--- src/rtl/ebus_pkg.sv ---
package ebus_pkg;
    localparam int CNTW = 6;
    localparam int TIMW = 22;
    localparam int LVLW = 16;

    typedef enum logic [2:0] {
        PH_IDLE = 3'd0,
        PH_ASU  = 3'd1,
        PH_AHO  = 3'd2,
        PH_DWT  = 3'd3,
        PH_DHO  = 3'd4
    } phase_e;

    // count for the phase from a timing word
    function automatic logic [CNTW-1:0] phase_len(phase_e ph, logic [TIMW-1:0] t);
        case (ph)
            PH_ASU:  phase_len = {2'b00, t[3:0]};
            PH_AHO:  phase_len = {2'b00, t[7:4]};
            PH_DWT:  phase_len = t[21:16];
            PH_DHO:  phase_len = {2'b00, t[11:8]};
            default: phase_len = '0;
        endcase
    endfunction

    // column of the level table for the phase
    function automatic logic [1:0] phase_idx(phase_e ph);
        case (ph)
            PH_AHO:  phase_idx = 2'd1;
            PH_DWT:  phase_idx = 2'd2;
            PH_DHO:  phase_idx = 2'd3;
            default: phase_idx = 2'd0;
        endcase
    endfunction
endpackage

--- src/rtl/ebus_phase_ctrl.sv ---
module ebus_phase_ctrl
    import ebus_pkg::*;
#(
    parameter int AW = 16,
    parameter int DW = 16
) (
    input  logic            clk,
    input  logic            rst_n,
    input  logic            start_i,
    input  logic            write_i,
    input  logic [AW-1:0]   addr_i,
    input  logic [DW-1:0]   wdata_i,
    input  logic            rdonly_i,
    input  logic            wdh_inh_i,
    input  logic [TIMW-1:0] rd_time_i,
    input  logic [TIMW-1:0] wr_time_i,
    input  logic [DW-1:0]   din_i,
    output phase_e          phase_o,
    output logic            wr_o,
    output logic [AW-1:0]   addr_o,
    output logic [DW-1:0]   wdata_o,
    output logic [DW-1:0]   rdata_o,
    output logic            done_o,
    output logic            err_o
);
    typedef struct packed {
        phase_e          ph;
        logic [CNTW-1:0] cnt;
        logic            wr;
        logic [AW-1:0]   addr;
        logic [DW-1:0]   wdata;
        logic [DW-1:0]   rdata;
        logic            done;
        logic            err;
    } ctrl_t;

    ctrl_t s_d, s_q;
    logic  last_c;

    always_comb begin
        s_d      = s_q;
        s_d.done = 1'b0;
        s_d.err  = 1'b0;
        last_c   = (s_q.cnt == phase_len(s_q.ph, s_q.wr ? wr_time_i : rd_time_i));
        if (s_q.ph == PH_IDLE) begin
            if (start_i) begin
                if (write_i && rdonly_i) begin
                    s_d.done = 1'b1;
                    s_d.err  = 1'b1;
                end else begin
                    s_d.ph    = PH_ASU;
                    s_d.cnt   = '0;
                    s_d.wr    = write_i;
                    s_d.addr  = addr_i;
                    s_d.wdata = wdata_i;
                end
            end
        end else if (!last_c) begin
            s_d.cnt = s_q.cnt + 1'b1;
        end else begin
            s_d.cnt = '0;
            case (s_q.ph)
                PH_ASU: s_d.ph = PH_AHO;
                PH_AHO: s_d.ph = PH_DWT;
                PH_DWT: begin
                    if (!s_q.wr) s_d.rdata = din_i;
                    if (s_q.wr && wdh_inh_i) begin
                        s_d.ph   = PH_IDLE;
                        s_d.done = 1'b1;
                    end else begin
                        s_d.ph = PH_DHO;
                    end
                end
                default: begin
                    s_d.ph   = PH_IDLE;
                    s_d.done = 1'b1;
                end
            endcase
        end
    end

    always_ff @(posedge clk or negedge rst_n) begin
        if (!rst_n) s_q <= '{ph: PH_IDLE, default: '0};
        else        s_q <= s_d;
    end

    assign phase_o = s_q.ph;
    assign wr_o    = s_q.wr;
    assign addr_o  = s_q.addr;
    assign wdata_o = s_q.wdata;
    assign rdata_o = s_q.rdata;
    assign done_o  = s_q.done;
    assign err_o   = s_q.err;
endmodule

--- src/rtl/ebus_pin_drive.sv ---
module ebus_pin_drive
    import ebus_pkg::*;
#(
    parameter int DW = 16
) (
    input  logic            clk,
    input  logic            rst_n,
    input  phase_e          phase_i,
    input  logic            wr_i,
    input  logic [LVLW-1:0] rd_lv_i,
    input  logic [LVLW-1:0] wr_lv_i,
    input  logic            oe_delay_i,
    input  logic            mux_i,
    input  logic            keep_i,
    input  logic [DW-1:0]   abus_i,
    input  logic [DW-1:0]   wdata_i,
    input  logic [DW-1:0]   rdata_i,
    output logic            cs_n_o,
    output logic            oe_n_o,
    output logic            wr_n_o,
    output logic            ale_o,
    output logic [DW-1:0]   dout_o,
    output logic            dout_en_o
);
    localparam int NSTB = 4;

    logic [LVLW-1:0] lv;
    logic [1:0]      pidx;
    logic            active;
    logic [NSTB-1:0] tab;
    logic            oe_prev_d, oe_prev_q;

    assign lv     = wr_i ? wr_lv_i : rd_lv_i;
    assign pidx   = phase_idx(phase_i);
    assign active = (phase_i != PH_IDLE);

    for (genvar s = 0; s < NSTB; s++) begin : g_stb
        assign tab[s] = active ? lv[s*NSTB + int'(pidx)] : 1'b1;
    end

    always_comb begin
        oe_prev_d = active && !tab[1];
        cs_n_o    = tab[0];
        oe_n_o    = tab[1] | (oe_delay_i & !oe_prev_q);
        wr_n_o    = tab[2];
        ale_o     = tab[3];
        dout_o    = '0;
        dout_en_o = 1'b0;
        if (!active) begin
            dout_en_o = keep_i;
            dout_o    = keep_i ? rdata_i : '0;
        end else if (mux_i && (phase_i == PH_ASU || phase_i == PH_AHO)) begin
            dout_en_o = 1'b1;
            dout_o    = abus_i;
        end else if (wr_i) begin
            dout_en_o = 1'b1;
            dout_o    = wdata_i;
        end
    end

    always_ff @(posedge clk or negedge rst_n) begin
        if (!rst_n) oe_prev_q <= 1'b0;
        else        oe_prev_q <= oe_prev_d;
    end
endmodule

--- src/rtl/ebus_seq.sv ---
module ebus_seq
    import ebus_pkg::*;
#(
    parameter int AW = 16,
    parameter int DW = 16
) (
    input  logic            clk,
    input  logic            rst_n,
    input  logic            req_start,
    input  logic            req_write,
    input  logic [AW-1:0]   req_addr,
    input  logic [DW-1:0]   req_wdata,
    output logic [DW-1:0]   req_rdata,
    output logic            req_done,
    output logic            req_err,
    input  logic            cfg_wide,
    input  logic            cfg_mux,
    input  logic            cfg_ashift,
    input  logic            cfg_rdonly,
    input  logic            cfg_wdh_inhibit,
    input  logic            cfg_oe_delay,
    input  logic            cfg_keep_last,
    input  logic [TIMW-1:0] cfg_rd_timing,
    input  logic [TIMW-1:0] cfg_wr_timing,
    input  logic [LVLW-1:0] cfg_rd_levels,
    input  logic [LVLW-1:0] cfg_wr_levels,
    output logic            bus_cs_n,
    output logic            bus_oe_n,
    output logic            bus_wr_n,
    output logic            bus_ale,
    output logic [AW-1:0]   bus_addr,
    output logic [DW-1:0]   bus_dout,
    output logic            bus_dout_en,
    input  logic [DW-1:0]   bus_din
);
    localparam int HW = DW / 2;

    phase_e        phase_w;
    logic          wr_w;
    logic [AW-1:0] addr_w;
    logic [DW-1:0] wdata_w, din_m, abus_m, wdata_m;

    function automatic logic [DW-1:0] narrow(logic [DW-1:0] v, logic wide);
        return wide ? v : {{(DW-HW){1'b0}}, v[HW-1:0]};
    endfunction

    assign din_m    = narrow(bus_din, cfg_wide);
    assign bus_addr = (cfg_wide && cfg_ashift) ? (addr_w >> 1) : addr_w;
    assign abus_m   = narrow(bus_addr[DW-1:0], cfg_wide);
    assign wdata_m  = narrow(wdata_w, cfg_wide);

    ebus_phase_ctrl #(.AW(AW), .DW(DW)) ctrl_i (
        .clk(clk), .rst_n(rst_n),
        .start_i(req_start), .write_i(req_write),
        .addr_i(req_addr), .wdata_i(req_wdata),
        .rdonly_i(cfg_rdonly), .wdh_inh_i(cfg_wdh_inhibit),
        .rd_time_i(cfg_rd_timing), .wr_time_i(cfg_wr_timing),
        .din_i(din_m),
        .phase_o(phase_w), .wr_o(wr_w), .addr_o(addr_w), .wdata_o(wdata_w),
        .rdata_o(req_rdata), .done_o(req_done), .err_o(req_err)
    );

    ebus_pin_drive #(.DW(DW)) pins_i (
        .clk(clk), .rst_n(rst_n),
        .phase_i(phase_w), .wr_i(wr_w),
        .rd_lv_i(cfg_rd_levels), .wr_lv_i(cfg_wr_levels),
        .oe_delay_i(cfg_oe_delay), .mux_i(cfg_mux), .keep_i(cfg_keep_last),
        .abus_i(abus_m), .wdata_i(wdata_m), .rdata_i(req_rdata),
        .cs_n_o(bus_cs_n), .oe_n_o(bus_oe_n), .wr_n_o(bus_wr_n), .ale_o(bus_ale),
        .dout_o(bus_dout), .dout_en_o(bus_dout_en)
    );
endmodule

--- config.mk ---
export PLATFORM = sky130hd
export DESIGN_NAME = ebus_seq
export DESIGN_NICKNAME = d
export VERILOG_FILES = /design/src/rtl/ebus_pkg.sv /design/src/rtl/ebus_phase_ctrl.sv /design/src/rtl/ebus_pin_drive.sv /design/src/rtl/ebus_seq.sv
export SDC_FILE = /design/constraint.sdc
export NUM_CORES = 1
export LEC_CHECK = 0
export BUFFER_PORTS_ARGS = -buffer_cell sky130_fd_sc_hd__buf_2
export CORE_UTILIZATION = 37
export DETAILED_ROUTE_END_ITERATION = 8
export PLACE_DENSITY = 0.78
export SYNTH_ARGS = -nofsm -noshare
export SYNTH_HDL_FRONTEND = slang
export SYNTH_SLANG_ARGS = --single-unit
--- constraint.sdc ---
create_clock -name clk -period 2.3 [get_ports clk]
set_input_delay 0.46 -clock clk [delete_from_list [all_inputs] [get_ports clk]]
set_output_delay 0.46 -clock clk [all_outputs]
set_load 0.02 [all_outputs]
==> metrics.txt <==
# TYPE chip_impl_metric gauge
chip_impl_metric{name="postSynthAreaPerCell",unit="sq um"} 10.0
chip_impl_metric{name="syn-cell-area",unit="sq um"} 3980
chip_impl_metric{name="postLayoutSetupSlackWorst",unit="ns"} -0.261
chip_impl_metric{name="ioPinCount",unit=""} 190
chip_impl_info{name="critical_path.startpoint_type",value="register"} 1
chip_impl_metric{name="synth_cell_type_count",unit=""} 50
chip_impl_metric{name="final.hold.worst_slack",unit="ns"} 0.163
chip_impl_metric{name="cts_htree_levels",unit=""} 3
chip_impl_metric{name="drv.max_cap_violation_count",unit=""} 0
chip_impl_info{name="crit-reg2reg-launch",value="ctrl_i.wr_o$_DFFE_PN0P_"} 1
chip_impl_metric{name="synthesis.yosys.warnings",unit=""} 0
chip_impl_metric{name="final_hold_violating_endpoints",unit=""} 0
chip_impl_metric{name="core-area",unit="sq um"} 10400
chip_impl_metric{name="r2r_slack",unit="ns"} -0.16
chip_impl_metric{name="overflow",unit=""} 0
chip_impl_metric{name="die_height",unit="um"} 106
chip_impl_metric{name="utilization",unit="%"} 60.1
chip_impl_metric{name="routedWlPerCell",unit="um"} 17.1
chip_impl_metric{name="worstPathRequired",unit="ns"} 1.84
chip_impl_metric{name="clkSlewWorstSetupHoldPaths",unit="ns"} 0.07
chip_impl_metric{name="design.die.area",unit="sq um"} 11200
chip_impl_info{name="rsz_0062_raised_after_global_routing",value="yes"} 1
chip_impl_info{name="critPathCaptureType",value="output pin"} 1
chip_impl_metric{name="synth_seq_area_share",unit="%"} 38.4
chip_impl_metric{name="dp_slack",unit="ns"} -0.0598
chip_impl_metric{name="report.final.setup_viol",unit=""} 42
chip_impl_metric{name="area.growth.synth_to_final",unit="%"} 56.6
chip_impl_metric{name="io_buffer_count",unit=""} 181
chip_impl_metric{name="route.vias.total",unit=""} 3952
chip_impl_metric{name="worst-path-max-fanout",unit=""} 3
chip_impl_metric{name="cts_buffer_depth",unit=""} 2
chip_impl_metric{name="clk_latency",unit="ns"} 0.34
chip_impl_metric{name="cts.sinks",unit=""} 61
chip_impl_metric{name="grt_max_degree",unit=""} 36
chip_impl_metric{name="power.density",unit="nW/um^2"} 1500
chip_impl_metric{name="detailed_place.area",unit="sq um"} 5180
chip_impl_metric{name="synth-seq-cells",unit=""} 61
chip_impl_metric{name="fin_tns_setup",unit="ns"} -6.01
chip_impl_info{name="outcome",value="finished, violations left"} 1
chip_impl_metric{name="dr.first_iter.drc_count",unit=""} 168
chip_impl_metric{name="initial_utilization",unit="%"} 38.4
chip_impl_info{name="ranking_of_synthesized_cells_by_area",value="dfrtp_1 38%, mux2_2 16%, mux2i_1 8.6%"} 1
chip_impl_metric{name="worst_pin_slew",unit="ns"} 0.691
chip_impl_metric{name="maxSlewHeadroom",unit="%"} 53.9
chip_impl_metric{name="reg2reg_depth",unit=""} 9
chip_impl_metric{name="synthDominantCellAreaShare",unit="%"} 38.4
chip_impl_metric{name="skew",unit="ns"} 0.00628
chip_impl_metric{name="worst_ir_drop_vdd",unit="V"} 0.00101
chip_impl_metric{name="final_cell_area",unit="sq um"} 6230
chip_impl_metric{name="maxClockFrequency",unit="GHz"} 0.391
chip_impl_metric{name="detail_route.first_pass.iterations",unit=""} 4
chip_impl_metric{name="postSynthNetCount",unit=""} 534
chip_impl_metric{name="layout.filler_cells",unit=""} 841
chip_impl_metric{name="max_slew_violation_count",unit=""} 0
chip_impl_metric{name="number_of_antenna_violations_at_the_first_check_in_global_routing",unit=""} 2
chip_impl_info{name="timing.critical_path.to",value="bus_oe_n"} 1
chip_impl_metric{name="fp.dieW",unit="um"} 106
chip_impl_metric{name="timing.final.crit_share",unit="%"} 111
chip_impl_info{name="synth_top_flop_cell",value="dfrtp_1"} 1
chip_impl_info{name="reg2reg_to",value="ctrl_i.rdata_o[4]$_DFFE_PN0P_"} 1
chip_impl_metric{name="syn_inst",unit=""} 398
chip_impl_info{name="timing.setup.critical_path_class",value="register to output pin"} 1
chip_impl_metric{name="routability_congestion",unit=""} 0.791
chip_impl_metric{name="grt_pass1_wl",unit="mm"} 19.8
chip_impl_metric{name="grt_pass1_vias",unit=""} 4155
chip_impl_metric{name="grt_util_all_layers",unit="%"} 22.6
chip_impl_metric{name="drcViolationCount",unit=""} 0
chip_impl_metric{name="power_leakage",unit="nW"} 3.03
chip_impl_metric{name="place.detailed.hpwl",unit="mm"} 9.05
chip_impl_metric{name="layout_min_cycle_time",unit="ns"} 2.56
chip_impl_metric{name="final_layout_size_suffix_gt1_share",unit="%"} 63.3
chip_impl_info{name="worst_hold_path_type",value="input pin to asynchronous set/reset pin"} 1
chip_impl_info{name="tritoncts",value="built"} 1
chip_impl_info{name="cp-startpoint",value="ctrl_i.phase_o[2]$_DFFE_PN0P_"} 1
chip_impl_metric{name="synth_enable_flop_cells",unit=""} 0
chip_impl_metric{name="numCtsBuffers",unit=""} 9
chip_impl_metric{name="routed_wl",unit="mm"} 12.8
chip_impl_info{name="mostFrequentLayoutCells",value="161 x buf_2, 60 x dfrtp_1, 54 x mux2_2"} 1
chip_impl_metric{name="hold_buffers",unit=""} 0
chip_impl_info{name="failed_checks",value="setup timing"} 1
chip_impl_metric{name="std_cell_rows",unit=""} 37
chip_impl_info{name="post-synth-top-area-cell",value="dfrtp_1"} 1
chip_impl_info{name="layout.cells.most_common",value="buf_2"} 1
chip_impl_metric{name="route.antenna.remaining_nets",unit=""} 0
chip_impl_info{name="cts_root_buffer",value="clkbuf_8"} 1
chip_impl_metric{name="final_net_count",unit=""} 740
chip_impl_metric{name="arrival",unit="ns"} 2.10
chip_impl_metric{name="synthArstFlopShare",unit="%"} 100
chip_impl_metric{name="detail_route.vias_per_cell",unit=""} 5.30
layer usage:
layer / GRT usage (%) / up-vias / part of all wire (%)
met1: 25.2 / 1914 / 39
li1: - / 1848 / -
met4: 6.55 / 2 / 1.5
met3: 6.49 / 20 / 7.5
met5: 0 / - / 0.10
met2: 41.5 / 168 / 52
worst min path at each step:
stage	startpoint	end	slack [ns]	cells past startpoint
after floorplan	rst_n	ctrl_i.addr_o[0]$_DFFE_PN0P_	0.16	0
after global placement	ctrl_i.wdata_o[1]$_DFFE_PN0P_	ctrl_i.wdata_o[1]$_DFFE_PN0P_	0.49	1
after global routing	rst_n	ctrl_i.wdata_o[14]$_DFFE_PN0P_	0.19	1
after detailed placement	ctrl_i.addr_o[0]$_DFFE_PN0P_	ctrl_i.addr_o[0]$_DFFE_PN0P_	0.49	1
final	rst_n	ctrl_i.rdata_o[13]$_DFFE_PN0P_	0.16	1
after CTS	rst_n	ctrl_i.wdata_o[14]$_DFFE_PN0P_	0.17	1
synth_stat cells, drive strengths merged, types with 3 or more instances:
library cell   n
nand4          3
mux4           3
a21oi          6
dfrtp         61
clkbuf        15
buf           25
nor2b          3
nor2          16
mux2          57
nand3         14
and2           3
inv           17
a31oi          4
nand2         40
o21ai         27
a22o           9
or3            6
a211o          4
mux2i         34
nor3           4
o211ai         3
o22ai         12
or3b           3
cells by family (layout without fill, tap and decap cells):
| family | Yosys count | in the layout | synth area share [%] |
|---|---|---|---|
| AO/OA/AOI/OAI | 82 | 82 | 13.8 |
| XOR/XNOR | 4 | 4 | 0.880 |
| adder cells (fa/ha/maj) | 1 | 1 | 0.314 |
| buffers and inverters | 57 | 267 | 7.45 |
| flip-flops | 61 | 61 | 38.4 |
| multiplexers | 94 | 94 | 26.6 |
| other | 0 | 1 | 0 |
| AND/OR/NAND/NOR | 99 | 99 | 12.7 |
power by group:
part / switching [mW] / internal (mW)
Combinational: 3.23 / 3.24
Clock: 0.424 / 0.523
Sequential: 0.363 / 1.57
Total: 4.02 / 5.33
critical path, cell delays in order, from the launching register on:
cell and delay, ns:
dfrtp_1 0.42, buf_6 0.15, xnor2_4 0.12, nor2_4 0.16
mux4_2 0.34, o21ai_1 0.14, o31a_1 0.18, o21ai_0 0.08
buf_2 0.16
through the flow:
step,instances,total power [mW]
final,745,9.35
after detailed placement,709,6.66
after floorplan,398,5.10
after global routing,744,9.86
after CTS,741,8.80
after global placement,709,6.51
timing repair:
action / 4_1_cts / 5_1_grt
endpoints found under the setup margin: 37 / 46
resized for setup: 93 / 57
setup buffers: 14 / 4
pin swaps: 19 / 26
cloned: 3 / 0
area by class of cell:
cell class	count	area [sq um]	area share, %
multi-input combinational	280	2600	41.7
timing repair buffer	235	1680	26.9
sequential	61	1530	24.5
tap	136	170	2.73
clock buffer	11	141	2.27
inverter	17	66.3	1.06
clock inverter	4	48.8	0.783
antenna	1	2.50	0.0402
flip-flops by register name, summed over array words and instances (netlist names):
register,cells
ctrl_i.err_o,1
ctrl_i.phase_o,3
ctrl_i.addr_o,16
ctrl_i.wr_o,1
pins_i.oe_prev_q,1
ctrl_i.wdata_o,16
ctrl_i.rdata_o,16
ctrl_i.done_o,1
ctrl_i.s_q,6
Power figures use the tool's default switching activity.
